--- src/rtl/trap_pkg.sv ---
package trap_pkg;
  typedef enum logic [2:0] {
    EXC_RESET   = 3'd0,
    EXC_BREAK   = 3'd1,
    EXC_IBUS    = 3'd2,
    EXC_WATCH   = 3'd3,
    EXC_DBUS    = 3'd4,
    EXC_DIVZERO = 3'd5,
    EXC_IRQ     = 3'd6,
    EXC_SYSCALL = 3'd7
  } excid_t;

  typedef enum logic [2:0] {
    CSR_IE   = 3'd0,
    CSR_IM   = 3'd1,
    CSR_IP   = 3'd2,
    CSR_EBA  = 3'd3,
    CSR_DEBA = 3'd4
  } csrsel_t;

  typedef struct packed {
    logic   take;
    logic   debug;
    excid_t excId;
    logic   retExc;
    logic   retBrk;
  } strobe_t;
endpackage

--- src/rtl/trap_ctrl.sv ---
module trap_ctrl
  import trap_pkg::*;
(
  input  logic    clk,
  input  logic    rstN,
  input  logic    evBreak,
  input  logic    evBusErr,
  input  logic    evDivZero,
  input  logic    evSyscall,
  input  logic    ieLive,
  input  logic    irqPend,
  input  logic    retExc,
  input  logic    retBrk,
  output strobe_t strobes
);
  logic irqTake;
  assign irqTake = ieLive & irqPend;

  always_comb begin
    strobes = '0;
    strobes.excId = EXC_RESET;
    if (evBreak) begin
      strobes.take  = 1'b1;
      strobes.debug = 1'b1;
      strobes.excId = EXC_BREAK;
    end else if (evBusErr) begin
      strobes.take  = 1'b1;
      strobes.excId = EXC_DBUS;
    end else if (evDivZero) begin
      strobes.take  = 1'b1;
      strobes.excId = EXC_DIVZERO;
    end else if (evSyscall) begin
      strobes.take  = 1'b1;
      strobes.excId = EXC_SYSCALL;
    end else if (irqTake) begin
      strobes.take  = 1'b1;
      strobes.excId = EXC_IRQ;
    end
    // Returns only act when no trap claims the enable register.
    strobes.retExc = retExc & ~strobes.take;
    strobes.retBrk = retBrk & ~strobes.take & ~retExc;
  end

  AST_IRQ_GATED: assert property (@(posedge clk) disable iff (!rstN)
    (strobes.take && strobes.excId == EXC_IRQ) |-> (ieLive && irqPend));
  AST_BREAK_FIRST: assert property (@(posedge clk) disable iff (!rstN)
    evBreak |-> (strobes.take && strobes.debug && strobes.excId == EXC_BREAK));
  AST_BUSERR_OVER_DIV: assert property (@(posedge clk) disable iff (!rstN)
    (!evBreak && evBusErr) |-> (strobes.excId == EXC_DBUS));
endmodule

--- src/rtl/trap_regs.sv ---
module trap_regs
  import trap_pkg::*;
#(
  parameter int XLEN      = 32,
  parameter int NUM_IRQ   = 8,
  parameter int VEC_SHIFT = 5,
  parameter int BASE_ALIGN = 8,
  parameter int RF_AW     = 5,
  parameter int GPR_EA    = 30,
  parameter int GPR_BA    = 31
) (
  input  logic               clk,
  input  logic               rstN,
  input  strobe_t            strobes,
  input  logic [XLEN-1:0]    faultPc,
  input  logic [NUM_IRQ-1:0] irqLines,
  input  logic               csrWe,
  input  logic [2:0]         csrSel,
  input  logic [XLEN-1:0]    csrWdata,
  output logic               ieLive,
  output logic               irqPend,
  output logic [XLEN-1:0]    csrRdata,
  output logic               redirectValid,
  output logic [XLEN-1:0]    redirectPc,
  output logic               rfWe,
  output logic [RF_AW-1:0]   rfAddr,
  output logic [XLEN-1:0]    rfData
);
  localparam logic [XLEN-1:0] BASE_MASK = {XLEN{1'b1}} << BASE_ALIGN;

  logic [2:0]         ieQ, ieNext;
  logic [NUM_IRQ-1:0] imQ, ipQ, ipNext;
  logic [XLEN-1:0]    ebaQ, debaQ;
  logic               wrIe, wrIm, wrIp, wrEba, wrDeba;

  assign wrIe   = csrWe && csrSel == CSR_IE;
  assign wrIm   = csrWe && csrSel == CSR_IM;
  assign wrIp   = csrWe && csrSel == CSR_IP;
  assign wrEba  = csrWe && csrSel == CSR_EBA;
  assign wrDeba = csrWe && csrSel == CSR_DEBA;

  always_comb begin
    if (strobes.take)
      ieNext = strobes.debug ? {ieQ[0], 2'b00} : {1'b0, ieQ[0], 1'b0};
    else if (strobes.retExc)
      ieNext = {2'b00, ieQ[1]};
    else if (strobes.retBrk)
      ieNext = {2'b00, ieQ[2]};
    else if (wrIe)
      ieNext = csrWdata[2:0];
    else
      ieNext = ieQ;
  end

  always_comb begin
    ipNext = wrIp ? (ipQ & ~csrWdata[NUM_IRQ-1:0]) : ipQ;
    ipNext = ipNext | irqLines;
  end

  always_ff @(posedge clk) begin
    if (!rstN) begin
      ieQ   <= '0;
      imQ   <= '0;
      ipQ   <= '0;
      ebaQ  <= '0;
      debaQ <= '0;
    end else begin
      ieQ <= ieNext;
      ipQ <= ipNext;
      if (wrIm)   imQ   <= csrWdata[NUM_IRQ-1:0];
      if (wrEba)  ebaQ  <= csrWdata & BASE_MASK;
      if (wrDeba) debaQ <= csrWdata & BASE_MASK;
    end
  end

  assign ieLive  = ieQ[0];
  assign irqPend = |(ipQ & imQ);

  always_comb begin
    case (csrSel)
      CSR_IE:   csrRdata = XLEN'(ieQ);
      CSR_IM:   csrRdata = XLEN'(imQ);
      CSR_IP:   csrRdata = XLEN'(ipQ);
      CSR_EBA:  csrRdata = ebaQ;
      CSR_DEBA: csrRdata = debaQ;
      default:  csrRdata = '0;
    endcase
  end

  assign redirectValid = strobes.take;
  assign redirectPc    = (strobes.debug ? debaQ : ebaQ)
                       + (XLEN'(strobes.excId) << VEC_SHIFT);
  assign rfWe   = strobes.take;
  assign rfAddr = strobes.debug ? RF_AW'(GPR_BA) : RF_AW'(GPR_EA);
  assign rfData = faultPc;

  AST_SAVE_IE: assert property (@(posedge clk) disable iff (!rstN)
    (strobes.take && !strobes.debug) |=> (ieQ == {1'b0, $past(ieQ[0]), 1'b0}));
  AST_SAVE_BRK: assert property (@(posedge clk) disable iff (!rstN)
    (strobes.take && strobes.debug) |=> (ieQ == {$past(ieQ[0]), 2'b00}));
  AST_ERET: assert property (@(posedge clk) disable iff (!rstN)
    strobes.retExc |=> (ieQ == {2'b00, $past(ieQ[1])}));
  AST_BASE_ALIGN: assert property (@(posedge clk) disable iff (!rstN)
    (ebaQ[BASE_ALIGN-1:0] == '0) && (debaQ[BASE_ALIGN-1:0] == '0));
  AST_IP_CLEAR: assert property (@(posedge clk) disable iff (!rstN)
    (wrIp && irqLines == '0) |=> ((ipQ & $past(csrWdata[NUM_IRQ-1:0])) == '0));
  AST_RF_TARGET: assert property (@(posedge clk) disable iff (!rstN)
    rfWe |-> (rfAddr == RF_AW'(GPR_EA) || rfAddr == RF_AW'(GPR_BA)));
endmodule

--- src/rtl/trap_unit.sv ---
module trap_unit
  import trap_pkg::*;
#(
  parameter int XLEN    = 32,
  parameter int NUM_IRQ = 8,
  parameter int RF_AW   = 5
) (
  input  logic               clk,
  input  logic               rstN,
  input  logic               evBreak,
  input  logic               evBusErr,
  input  logic               evDivZero,
  input  logic               evSyscall,
  input  logic [XLEN-1:0]    faultPc,
  input  logic [NUM_IRQ-1:0] irqLines,
  input  logic               retExc,
  input  logic               retBrk,
  input  logic               csrWe,
  input  logic [2:0]         csrSel,
  input  logic [XLEN-1:0]    csrWdata,
  output logic [XLEN-1:0]    csrRdata,
  output logic               redirectValid,
  output logic [XLEN-1:0]    redirectPc,
  output logic               rfWe,
  output logic [RF_AW-1:0]   rfAddr,
  output logic [XLEN-1:0]    rfData
);
  strobe_t strobes;
  logic    ieLive, irqPend;

  trap_ctrl u_ctrl (
    .clk(clk), .rstN(rstN),
    .evBreak(evBreak), .evBusErr(evBusErr),
    .evDivZero(evDivZero), .evSyscall(evSyscall),
    .ieLive(ieLive), .irqPend(irqPend),
    .retExc(retExc), .retBrk(retBrk),
    .strobes(strobes)
  );

  trap_regs #(.XLEN(XLEN), .NUM_IRQ(NUM_IRQ), .RF_AW(RF_AW)) u_regs (
    .clk(clk), .rstN(rstN), .strobes(strobes),
    .faultPc(faultPc), .irqLines(irqLines),
    .csrWe(csrWe), .csrSel(csrSel), .csrWdata(csrWdata),
    .ieLive(ieLive), .irqPend(irqPend), .csrRdata(csrRdata),
    .redirectValid(redirectValid), .redirectPc(redirectPc),
    .rfWe(rfWe), .rfAddr(rfAddr), .rfData(rfData)
  );
endmodule

--- config.mk ---
export PLATFORM = sky130hd
export DESIGN_NAME = trap_unit
export DESIGN_NICKNAME = d
export VERILOG_FILES = /design/src/rtl/trap_pkg.sv /design/src/rtl/trap_ctrl.sv /design/src/rtl/trap_regs.sv /design/src/rtl/trap_unit.sv
export SDC_FILE = /design/constraint.sdc
export NUM_CORES = 1
export LEC_CHECK = 0
export ABC_AREA = 1
export ABC_CLOCK_PERIOD_IN_PS = 3800
export BUFFER_PORTS_ARGS = -buffer_cell sky130_fd_sc_hd__clkbuf_2
export CELL_PAD_IN_SITES_DETAIL_PLACEMENT = 0
export CELL_PAD_IN_SITES_GLOBAL_PLACEMENT = 1
export CORE_ASPECT_RATIO = 0.75
export CORE_UTILIZATION = 33
export DETAILED_ROUTE_END_ITERATION = 8
export HOLD_SLACK_MARGIN = 0.03
export PLACE_DENSITY_LB_ADDON = 0.1
export SLEW_MARGIN = 20
export SYNTH_ARGS = -nofsm -noshare
export SYNTH_HDL_FRONTEND = slang
export SYNTH_SLANG_ARGS = --single-unit
--- constraint.sdc ---
create_clock -name clk -period 3.8 [get_ports clk]
set_input_delay 1.14 -clock clk [delete_from_list [all_inputs] [get_ports clk]]
set_output_delay 1.14 -clock clk [all_outputs]
set_load 0.05 [all_outputs]
==> impl_metrics.ini, run 1 <==
[run_status]
status = finished, final reports clean

[cts]
postCtsResizedCells = 0
cts_buffers = 9
clockBufferDepth = 2
cts_tree = yes
worst_skew_pair.late_latency_ns = 0.32
post_cts_buffers = 0
ctsHoldBuffers = 0
clk_pin_slew_ns = 0.05
cts.sinks = 67
cts_root_buffer = clkbuf_16
cts_max_level = 3

[timing]
finalHoldViolCount = 0
skew_ns = 0.006477
whs_ns = 0.4608
worst_pin_slew_ns = 0.6006
maxSlewHeadroom = 0.5996
period_needed_ns = 3.529
fmax_mhz = 283.3
rsz0062_at_grt = no
final_max_slew_viol_count = 0
setup_viol = 0
final.period_utilization = 0.9287

[grt]
grt_use_total = 0.1844
grt_pass1_vias = 3196
grt_overflow = 0
grt_max_degree = 49
grt_pass1_wl_um = 16260
antenna_found_initial = 0

[finish]
nNetsFinal = 677
antennaDiodeCount = 0
area_delta_synth_final_pct = 18.17
drive_above_1_share = 0.2831

[pwr]
p_switching_uw = 502.4
cellPowerDensity_mw_per_mm2 = 426.2
ir_drop_uv = 298.9
swShare = 0.2727
leakagePower_uw = 0.001944
pwr-share-seq = 0.406
power_uw = 1842
clkPwrFrac = 0.450
p_int_uw = 1340
p_comb_frac = 0.145

[synthesis]
yosys_warnings = 0
synth.distinct_cells = 29
syn_inst = 524
yosys.area.top_type = dfxtp_1
netlist.area_leader.share = 0.3667
yosys-top-cells-area = dfxtp_1 37%, o21ai_0 11%, buf_4 9.2%, nand2_1 8.8%, nor2_1 6.3%
ys_seq_area_frac = 0.3667
synth_area_mm2 = 0.003657
ys_seq_elements = 67
avgSynthCellArea_um2 = 6.980

[die]
core-area_mm2 = 0.01053
io_pins = 187
start_util = 0.3473
die_w_um = 123.6
die_area_mm2 = 0.01151
rows = 32
die_y_um = 93.17

[drt]
dr.pass1.iters = 4
drcViolationCount = 0
num_vias = 3452
drt_iter0_drc = 140
antenna_left = 0
wl_per_cell_um = 13.81
routed_wl_um = 10130
vias_per_cell = 4.709

[worst_setup_path]
endpoint_kind = primary output
arrival_ns = 2.39
crit_chain = clkbuf_2 -> nor2_1 -> nand2_2 -> inv_1 -> buf_12 -> nand2_1 -> o21ai_0 -> clkbuf_2
slowest_stage = clkbuf_2
r2r_cells = 10
cp_common_cell = clkbuf_2
reg2reg_slack_ns = 2.38
crit_family = buffers and inverters
cp_num_cells = 8
path_class = in -> out
cp.required_ns = 2.66
crit_fanout = 24
timing.critical_path.from = csrSel[0]
cp.buffers_inverters = 4
reg2reg_to = u_regs.ieQ[2]$_SDFFE_PN0P_
critPathCapture = csrRdata[10]
max_stage_delay_ns = 0.33
reg2reg_from = u_regs.ipQ[0]$_SDFF_PN0_
startpoint_type = input port

[hold_path]
min_path_type = reg -> reg

[job]
max_cap_violations = 0

[place]
dp_hpwl_um = 7176
place_congestion = 0.7888
portBuffers = 113
[cell type report]
| class | count | area, um^2 |
|---|---|---|
| inverters | 44 | 167.7 |
| multi-input cells | 349 | 1674 |
| well taps | 136 | 170.2 |
| fillers | 1141 | 6208 |
| repair buffers | 122 | 673.1 |
| flip-flops and latches | 67 | 1341 |
| clock buffers | 13 | 260.3 |
| clock inverters | 2 | 35.03 |
[how the worst min path moves through the flow]
| stage | to | start | cells after the start | slack, ns |
|---|---|---|---|---|
| 6_report | u_regs.ebaQ[10]$_SDFFE_PN0P_ | u_regs.ebaQ[10]$_SDFFE_PN0P_ | 2 | 0.46 |
| 5_1_grt | u_regs.ebaQ[18]$_SDFFE_PN0P_ | u_regs.ebaQ[18]$_SDFFE_PN0P_ | 2 | 0.49 |
| 4_1_cts | u_regs.ebaQ[13]$_SDFFE_PN0P_ | u_regs.ebaQ[13]$_SDFFE_PN0P_ | 2 | 0.46 |
| 3_5_place_dp | u_regs.ebaQ[13]$_SDFFE_PN0P_ | u_regs.ebaQ[13]$_SDFFE_PN0P_ | 2 | 0.45 |
| 3_3_place_gp | u_regs.ebaQ[13]$_SDFFE_PN0P_ | u_regs.ebaQ[13]$_SDFFE_PN0P_ | 2 | 0.45 |
| 2_1_floorplan | u_regs.ebaQ[19]$_SDFFE_PN0P_ | u_regs.ebaQ[19]$_SDFFE_PN0P_ | 2 | 0.44 |
[worst register-to-register path, stage by stage (launching register included)]
cell     delay (ns)
dfxtp_1        0.33
nand2_1        0.08
nand2_1        0.06
nor2_1         0.10
nand2_1        0.12
nand2_1        0.12
nand4_2        0.15
nor2_2         0.19
nand2_1        0.07
nand2_1        0.06
nor2_1         0.04
[registers in the layout, summed over array words and instances (netlist names)]
register and flops:
u_regs.imQ 8, u_regs.debaQ 24, u_regs.ipQ 8, u_regs.ebaQ 24, u_regs.ieQ 3
[cell usage in the layout (no fill, tap or decap), drive strengths merged]
cell / instances
buf: 10
nor2: 85
nand4: 1
nand3: 8
nor3: 2
o21ai: 112
nor4: 1
nand2: 88
conb: 9
inv: 44
a21oi: 35
clkinv: 1
clkbuf: 125
dfxtp: 67
a22o: 5
bufinv: 1
o211ai: 3
[routing by layer]
metal,track usage,routed length (um),vias up
met5,0,0,-
met4,0.05723,170,0
met3,0.05000,656,21
met2,0.2598,4045,112
met1,0.2685,5253,1540
li1,-,-,1779
[power by group through the flow]
stage                     Sequential [uW]  Clock [uW]  Combinational, uW
final                                 747         828                267
after global routing                  749         888                293
after CTS                             746         853                269
after detailed placement              761           0                268
after global placement                761           0                267
after floorplan                       757           0                284
[Yosys cell counts]
cell type	instances
nor2_2	21
inv_4	1
o21ai_2	1
inv_1	42
nand3_2	1
nand3_1	7
nor2_1	61
buf_2	2
clkbuf_2	1
nand4_2	1
nor3_4	1
inv_2	1
clkbuf_1	13
nand2_2	2
buf_6	9
dfxtp_1	67
nor4_1	1
o21ai_0	83
nor2_4	2
nand2_1	86
buf_1	1
buf_4	45
o21ai_1	28
a21oi_1	35
a22o_1	5
o211ai_1	3
nor3_2	1
nor2_8	1
conb_1	2
[kinds of logic after synthesis]
logic type      share of synthesized area
simple gates                       0.2265
compound gates                     0.2203
buf+inv                            0.1844
flops                              0.3667
other cells                      0.002053
[per-stage QoR]
stage	utilization	setup slack (ns)	instances	area [um^2]	setup TNS [ns]
after CTS	0.4104	0.2701	733	4322	0
after global routing	0.4104	0.1828	733	4322	0
after floorplan	-	-0.008940	531	3690	-0.1788
after global placement	0.3824	0.3019	718	4026	0
final	0.4104	0.2708	733	4322	0
after detailed placement	0.3824	0.2692	718	4026	0
Note: power is estimated with default switching activity, not from simulation.
==> run 2: changes to the inputs <==
--- a/config.mk
+++ b/config.mk
@@ -10,7 +10,6 @@
 export BUFFER_PORTS_ARGS = -buffer_cell sky130_fd_sc_hd__clkbuf_2
 export CELL_PAD_IN_SITES_DETAIL_PLACEMENT = 0
 export CELL_PAD_IN_SITES_GLOBAL_PLACEMENT = 1
-export CORE_ASPECT_RATIO = 0.75
 export CORE_UTILIZATION = 33
 export DETAILED_ROUTE_END_ITERATION = 8
 export HOLD_SLACK_MARGIN = 0.03
@@ -19,3 +18,4 @@
 export SYNTH_ARGS = -nofsm -noshare
 export SYNTH_HDL_FRONTEND = slang
 export SYNTH_SLANG_ARGS = --single-unit
+export TNS_END_PERCENT = 30
==> run 2 against run 1 <==
  * Non-clock buffer count shrank 3
  * Highest routed layer unchanged
  * First-iteration DRC count shrank 5.0%
  * Worst setup slack better by 0.0037 ns
  * Die area about the same
  * Hold slack better by 0.0053 ns
  * Combinational power decreased by 1%
  * Flip-flop and latch count is the same
==> impl_metrics.ini, run 2 (same netlist as run 1, synthesis figures left out) <==
[timing]
period_needed_ns = 3.526
maxSlewHeadroom = 0.3787
setup_viol = 0
final_max_slew_viol_count = 0
worst_pin_slew_ns = 0.9309
finalHoldViolCount = 0
skew_ns = 0.01263
final.period_utilization = 0.9278
fmax_mhz = 283.6
whs_ns = 0.4661
rsz0062_at_grt = no

[job]
max_cap_violations = 0

[finish]
nFillCells = 1215
finalNonFillerCells = 734
nNetsFinal = 674
area_delta_synth_final_pct = 15.74
mostFrequentLayoutCells = 110 x clkbuf_2, 86 x nand2_1, 83 x o21ai_0
final_common_cell = clkbuf_2
antennaDiodeCount = 0
reg_top3 = u_regs.debaQ x24, u_regs.ebaQ x24
finalInstanceArea_mm2 = 0.004233
drive_above_1_share = 0.2795

[pwr]
swShare = 0.2928
p_comb_frac = 0.164
clkPwrFrac = 0.371
pwr-share-seq = 0.465
power_uw = 1604
p_int_uw = 1134
leakagePower_uw = 0.001891
ir_drop_uv = 164.9
p_switching_uw = 469.6
cellPowerDensity_mw_per_mm2 = 378.9

[grt]
grt_pass1_wl_um = 15680
grt_overflow = 0
grt_pass1_vias = 3210
antenna_found_initial = 0
grt_use_total = 0.1739
grt_max_degree = 55

[worst_setup_path]
reg2reg_from = u_regs.ipQ[0]$_SDFF_PN0_
crit_chain = clkbuf_2 -> inv_1 -> nor3_4 -> nand2_1 -> o211ai_1 -> clkbuf_2
crit_family = simple AND/OR/NAND/NOR gates
arrival_ns = 2.39
slowest_stage = nor3_4
startpoint_type = input port
cp.required_ns = 2.66
reg2reg_slack_ns = 2.43
r2r_cells = 10
max_stage_delay_ns = 0.45
path_class = in -> out
endpoint_kind = primary output
cp_num_cells = 6
cp.buffers_inverters = 3
reg2reg_to = u_regs.ieQ[2]$_SDFFE_PN0P_
timing.critical_path.from = csrSel[1]
cp_common_cell = clkbuf_2
critPathCapture = csrRdata[0]
crit_fanout = 13

[drt]
vias_per_cell = 4.638
routed_wl_um = 9755
dr.pass1.iters = 4
drt_iter0_drc = 133
antenna_left = 0
drcViolationCount = 0
wl_per_cell_um = 13.29
num_vias = 3404

[cts]
postCtsResizedCells = 0
cts_root_buffer = clkbuf_8
cts_max_level = 3
cts_tree = yes
post_cts_buffers = 0
worst_skew_pair.late_latency_ns = 0.33
cts_buffers = 9
clockBufferDepth = 2
clk_pin_slew_ns = 0.07
cts.sinks = 67
ctsHoldBuffers = 0

[die]
start_util = 0.3374
io_pins = 187
rows = 38
core-area_mm2 = 0.01084
die_y_um = 107.3
die_area_mm2 = 0.01151
die_w_um = 107.3

[place]
dpl.cell_count = 719
dp_hpwl_um = 6669
placed_cell_area_mm2 = 0.004039
portBuffers = 113
place_congestion = 0.7362

[run_status]
status = finished, final reports clean

[hold_path]
min_path_type = reg -> reg
[run 2: cell count changes in the layout (fill, tap and decap cells not counted), sizes merged]
cell    delta
clkbuf     -2
buf        -1
[run 2: area by class of cell]
type	count	area, um^2	share of cell area
tap	140	175.2	0.04138
sequential	67	1341	0.3169
clock buffer	13	158.9	0.03754
timing repair buffer	119	680.7	0.1608
multi-input combinational	349	1674	0.3955
inverter	44	167.7	0.03961
clock inverter	2	35.03	0.008277
[run 2: metal layers]
metal  track usage  vias to the layer above  part of all wire
met5             0                        -                 0
met4       0.05382                        0            0.0097
met3       0.04600                       14             0.062
met2        0.2742                       97              0.45
met1        0.2310                     1523              0.48
li1              -                     1770                 -
[run 2: power by group through the flow]
stage	Combinational (uW)	Clock [uW]	Sequential (uW)
finish	263	595	746
global route	288	649	749
CTS	266	614	746
detailed placement	265	0	762
global placement	263	0	762
floorplan	284	0	757
[run 2: stage by stage]
stage	util	TNS, ns	setup WS, ns
after floorplan	-	-0.1788	-0.008940
after global placement	0.3726	0	0.2845
after detailed placement	0.3726	0	0.2840
after CTS	0.3905	0	0.2783
after global routing	0.3905	0	0.1450
final	0.3905	0	0.2744
[run 2: worst reg2reg max path, delay by kind of cell (launching register included)]
family | cells | cell delay, ns
simple gates | 10 | 0.91
flops | 1 | 0.34
[run 2: worst min path at each step]
stage	endpoint	startpoint	cells past startpoint	slack (ns)
final	u_regs.ebaQ[28]$_SDFFE_PN0P_	u_regs.ebaQ[28]$_SDFFE_PN0P_	2	0.47
after global routing	u_regs.ebaQ[24]$_SDFFE_PN0P_	u_regs.ebaQ[24]$_SDFFE_PN0P_	2	0.49
after CTS	u_regs.ebaQ[28]$_SDFFE_PN0P_	u_regs.ebaQ[28]$_SDFFE_PN0P_	2	0.47
after detailed placement	u_regs.ebaQ[28]$_SDFFE_PN0P_	u_regs.ebaQ[28]$_SDFFE_PN0P_	2	0.46
after global placement	u_regs.ebaQ[14]$_SDFFE_PN0P_	u_regs.ebaQ[14]$_SDFFE_PN0P_	2	0.45
after floorplan	u_regs.ebaQ[19]$_SDFFE_PN0P_	u_regs.ebaQ[19]$_SDFFE_PN0P_	2	0.44
==> run 3: changes to the inputs <==
--- a/config.mk
+++ b/config.mk
@@ -10,11 +10,12 @@
 export BUFFER_PORTS_ARGS = -buffer_cell sky130_fd_sc_hd__clkbuf_2
 export CELL_PAD_IN_SITES_DETAIL_PLACEMENT = 0
 export CELL_PAD_IN_SITES_GLOBAL_PLACEMENT = 1
-export CORE_UTILIZATION = 33
+export CORE_UTILIZATION = 34
+export CTS_BUF_LIST = sky130_fd_sc_hd__clkbuf_4
 export DETAILED_ROUTE_END_ITERATION = 8
 export HOLD_SLACK_MARGIN = 0.03
 export PLACE_DENSITY_LB_ADDON = 0.1
-export SLEW_MARGIN = 20
+export SLEW_MARGIN = 25
 export SYNTH_ARGS = -nofsm -noshare
 export SYNTH_HDL_FRONTEND = slang
 export SYNTH_SLANG_ARGS = --single-unit
==> run 3 against run 2 <==
  * Global-route usage grew 0.44 points
  * Total power is 8.5% lower
  * Clock-buffer cell count down 3
  * Hold slack better by 0.0060 ns
  * Utilization grew 1.2 points
  * Critical endpoint is now csrRdata[27]
  * Clock power shrank 23%
  * Highest routed layer unchanged
  * Maximum frequency about the same
  * Routed wire length decreased by 0.53%
  * Final area decreased by 1.5%
  * Non-clock buffer count increased by 1
==> impl_metrics.ini, run 3 (same netlist as run 1, synthesis figures left out) <==
[job]
max_cap_violations = 0

[finish]
nFillCells = 1164
finalInstanceArea_mm2 = 0.004169
mostFrequentLayoutCells = 111 x clkbuf_2, 86 x nand2_1, 83 x o21ai_0
area_delta_synth_final_pct = 13.99
finalNonFillerCells = 731
reg_top3 = u_regs.debaQ x24, u_regs.ebaQ x24
final_common_cell = clkbuf_2
antennaDiodeCount = 0
final_core_util = 0.4020
drive_above_1_share = 0.2840
nNetsFinal = 675

[drt]
vias_per_cell = 4.687
drcViolationCount = 0
antenna_left = 0
drt_iter0_drc = 110
dr.pass1.iters = 4
num_vias = 3426
wl_per_cell_um = 13.27
routed_wl_um = 9703

[timing]
final.period_utilization = 0.9281
setup_viol = 0
period_needed_ns = 3.527
skew_ns = 0.01402
rsz0062_at_grt = no
fmax_mhz = 283.5
finalHoldViolCount = 0
final_max_slew_viol_count = 0

[worst_setup_path]
cp_common_cell = clkbuf_2
cp.required_ns = 2.66
path_class = in -> out
reg2reg_from = u_regs.ipQ[1]$_SDFF_PN0_
arrival_ns = 2.39
startpoint_type = input port
endpoint_kind = primary output
slowest_stage = clkbuf_2
crit_fanout = 24
crit_chain = clkbuf_2 -> nor2_1 -> nand2_2 -> inv_1 -> buf_12 -> nand2_1 -> o21ai_0 -> clkbuf_2
max_stage_delay_ns = 0.33
reg2reg_slack_ns = 2.43
r2r_cells = 10
reg2reg_to = u_regs.ieQ[1]$_SDFFE_PN0P_

[cts]
cts.sinks = 67
clockBufferDepth = 2
cts_buffers = 9
clk_pin_slew_ns = 0.10
cts_root_buffer = clkbuf_4
post_cts_buffers = 0
ctsHoldBuffers = 0
cts_max_level = 3
cts_tree = yes
worst_skew_pair.late_latency_ns = 0.42
postCtsResizedCells = 0

[pwr]
leakagePower_uw = 0.001865
power_uw = 1467
cellPowerDensity_mw_per_mm2 = 352.0
ir_drop_uv = 125.7

[place]
placed_cell_area_mm2 = 0.004039
place_congestion = 0.7713
portBuffers = 113
dpl.cell_count = 716
dp_hpwl_um = 6775

[die]
start_util = 0.3527
io_pins = 187
die_area_mm2 = 0.01118
rows = 37
die_w_um = 105.7
core-area_mm2 = 0.01037
die_y_um = 105.7

[grt]
grt_pass1_wl_um = 15650
grt_overflow = 0
grt_max_degree = 55
grt_use_total = 0.1783
grt_pass1_vias = 3097
antenna_found_initial = 0

[run_status]
status = finished, final reports clean

[hold_path]
min_path_type = reg -> reg
min_path_cells = 2
hold_end = u_regs.ebaQ[27]$_SDFFE_PN0P_
hold_start = u_regs.ebaQ[27]$_SDFFE_PN0P_
==> run 3: changes by cell type in the layout (fill, tap and decap cells not counted) <==
cell | before | now
clkbuf_8 | 11 | 0
clkbuf_2 | 110 | 111
clkbuf_1 | 2 | 0
clkinv_2 | 1 | 2
clkinvlp_4 | 0 | 2
clkbuf_4 | 0 | 10
==> run 3: per-stage QoR <==
step,worst slack [ns],hold WS [ns],setup TNS (ns)
4_1_cts,0.2688,0.4731,0
3_5_place_dp,0.2683,0.4565,0
5_1_grt,0.1902,0.5063,0
6_report,0.2733,0.4721,0
2_1_floorplan,-0.008940,0.4396,-0.1788
3_3_place_gp,0.3292,0.4489,0
==> run 3: metal layers <==
metal / vias to the layer above / wire [um] / share of wire / GRT usage
li1: 1768 / - / - / -
met1: 1528 / 4722 / 0.49 / 0.2456
met4: 0 / 186 / 0.019 / 0.07738
met5: - / 0 / 0 / 0
met2: 107 / 4225 / 0.44 / 0.2703
met3: 23 / 569 / 0.059 / 0.03278
==> run 3: worst max-delay path: cells and delay by family <==
family                 cells  cell delay, ns
and+or+nand+nor            3            0.39
AOI/OAI and AO/OA          1            0.11
buffers and inverters      4            0.75
==> run 3: how the worst max path moves through the flow <==
stage / slack [ns] / startpoint / cells past startpoint / to
2_1_floorplan: -0.009 / csrSel[0] / 5 / csrRdata[10]
3_3_place_gp: 0.33 / csrSel[0] / 8 / csrRdata[27]
3_5_place_dp: 0.27 / csrSel[0] / 8 / csrRdata[27]
4_1_cts: 0.27 / csrSel[0] / 8 / csrRdata[27]
5_1_grt: 0.19 / csrSel[0] / 8 / csrRdata[27]
6_report: 0.27 / csrSel[0] / 8 / csrRdata[27]
==> run 3: power breakdown <==
part           total [uW]  internal, uW  leakage, uW  switching (uW)
registers             745           730     0.000547            15.7
clock network         458           202    0.0000683             256
logic                 264          70.2      0.00125             194
==> run 3: area by class of cell <==
type,count,area [um^2],area share
flip-flops and latches,67,1341,0.3217
clock inverters,5,55.05,0.01321
well taps,136,170.2,0.04082
multi-input cells,349,1674,0.4016
repair buffers,120,685.7,0.1645
clock buffers,10,75.07,0.01801
inverters,44,167.7,0.04022
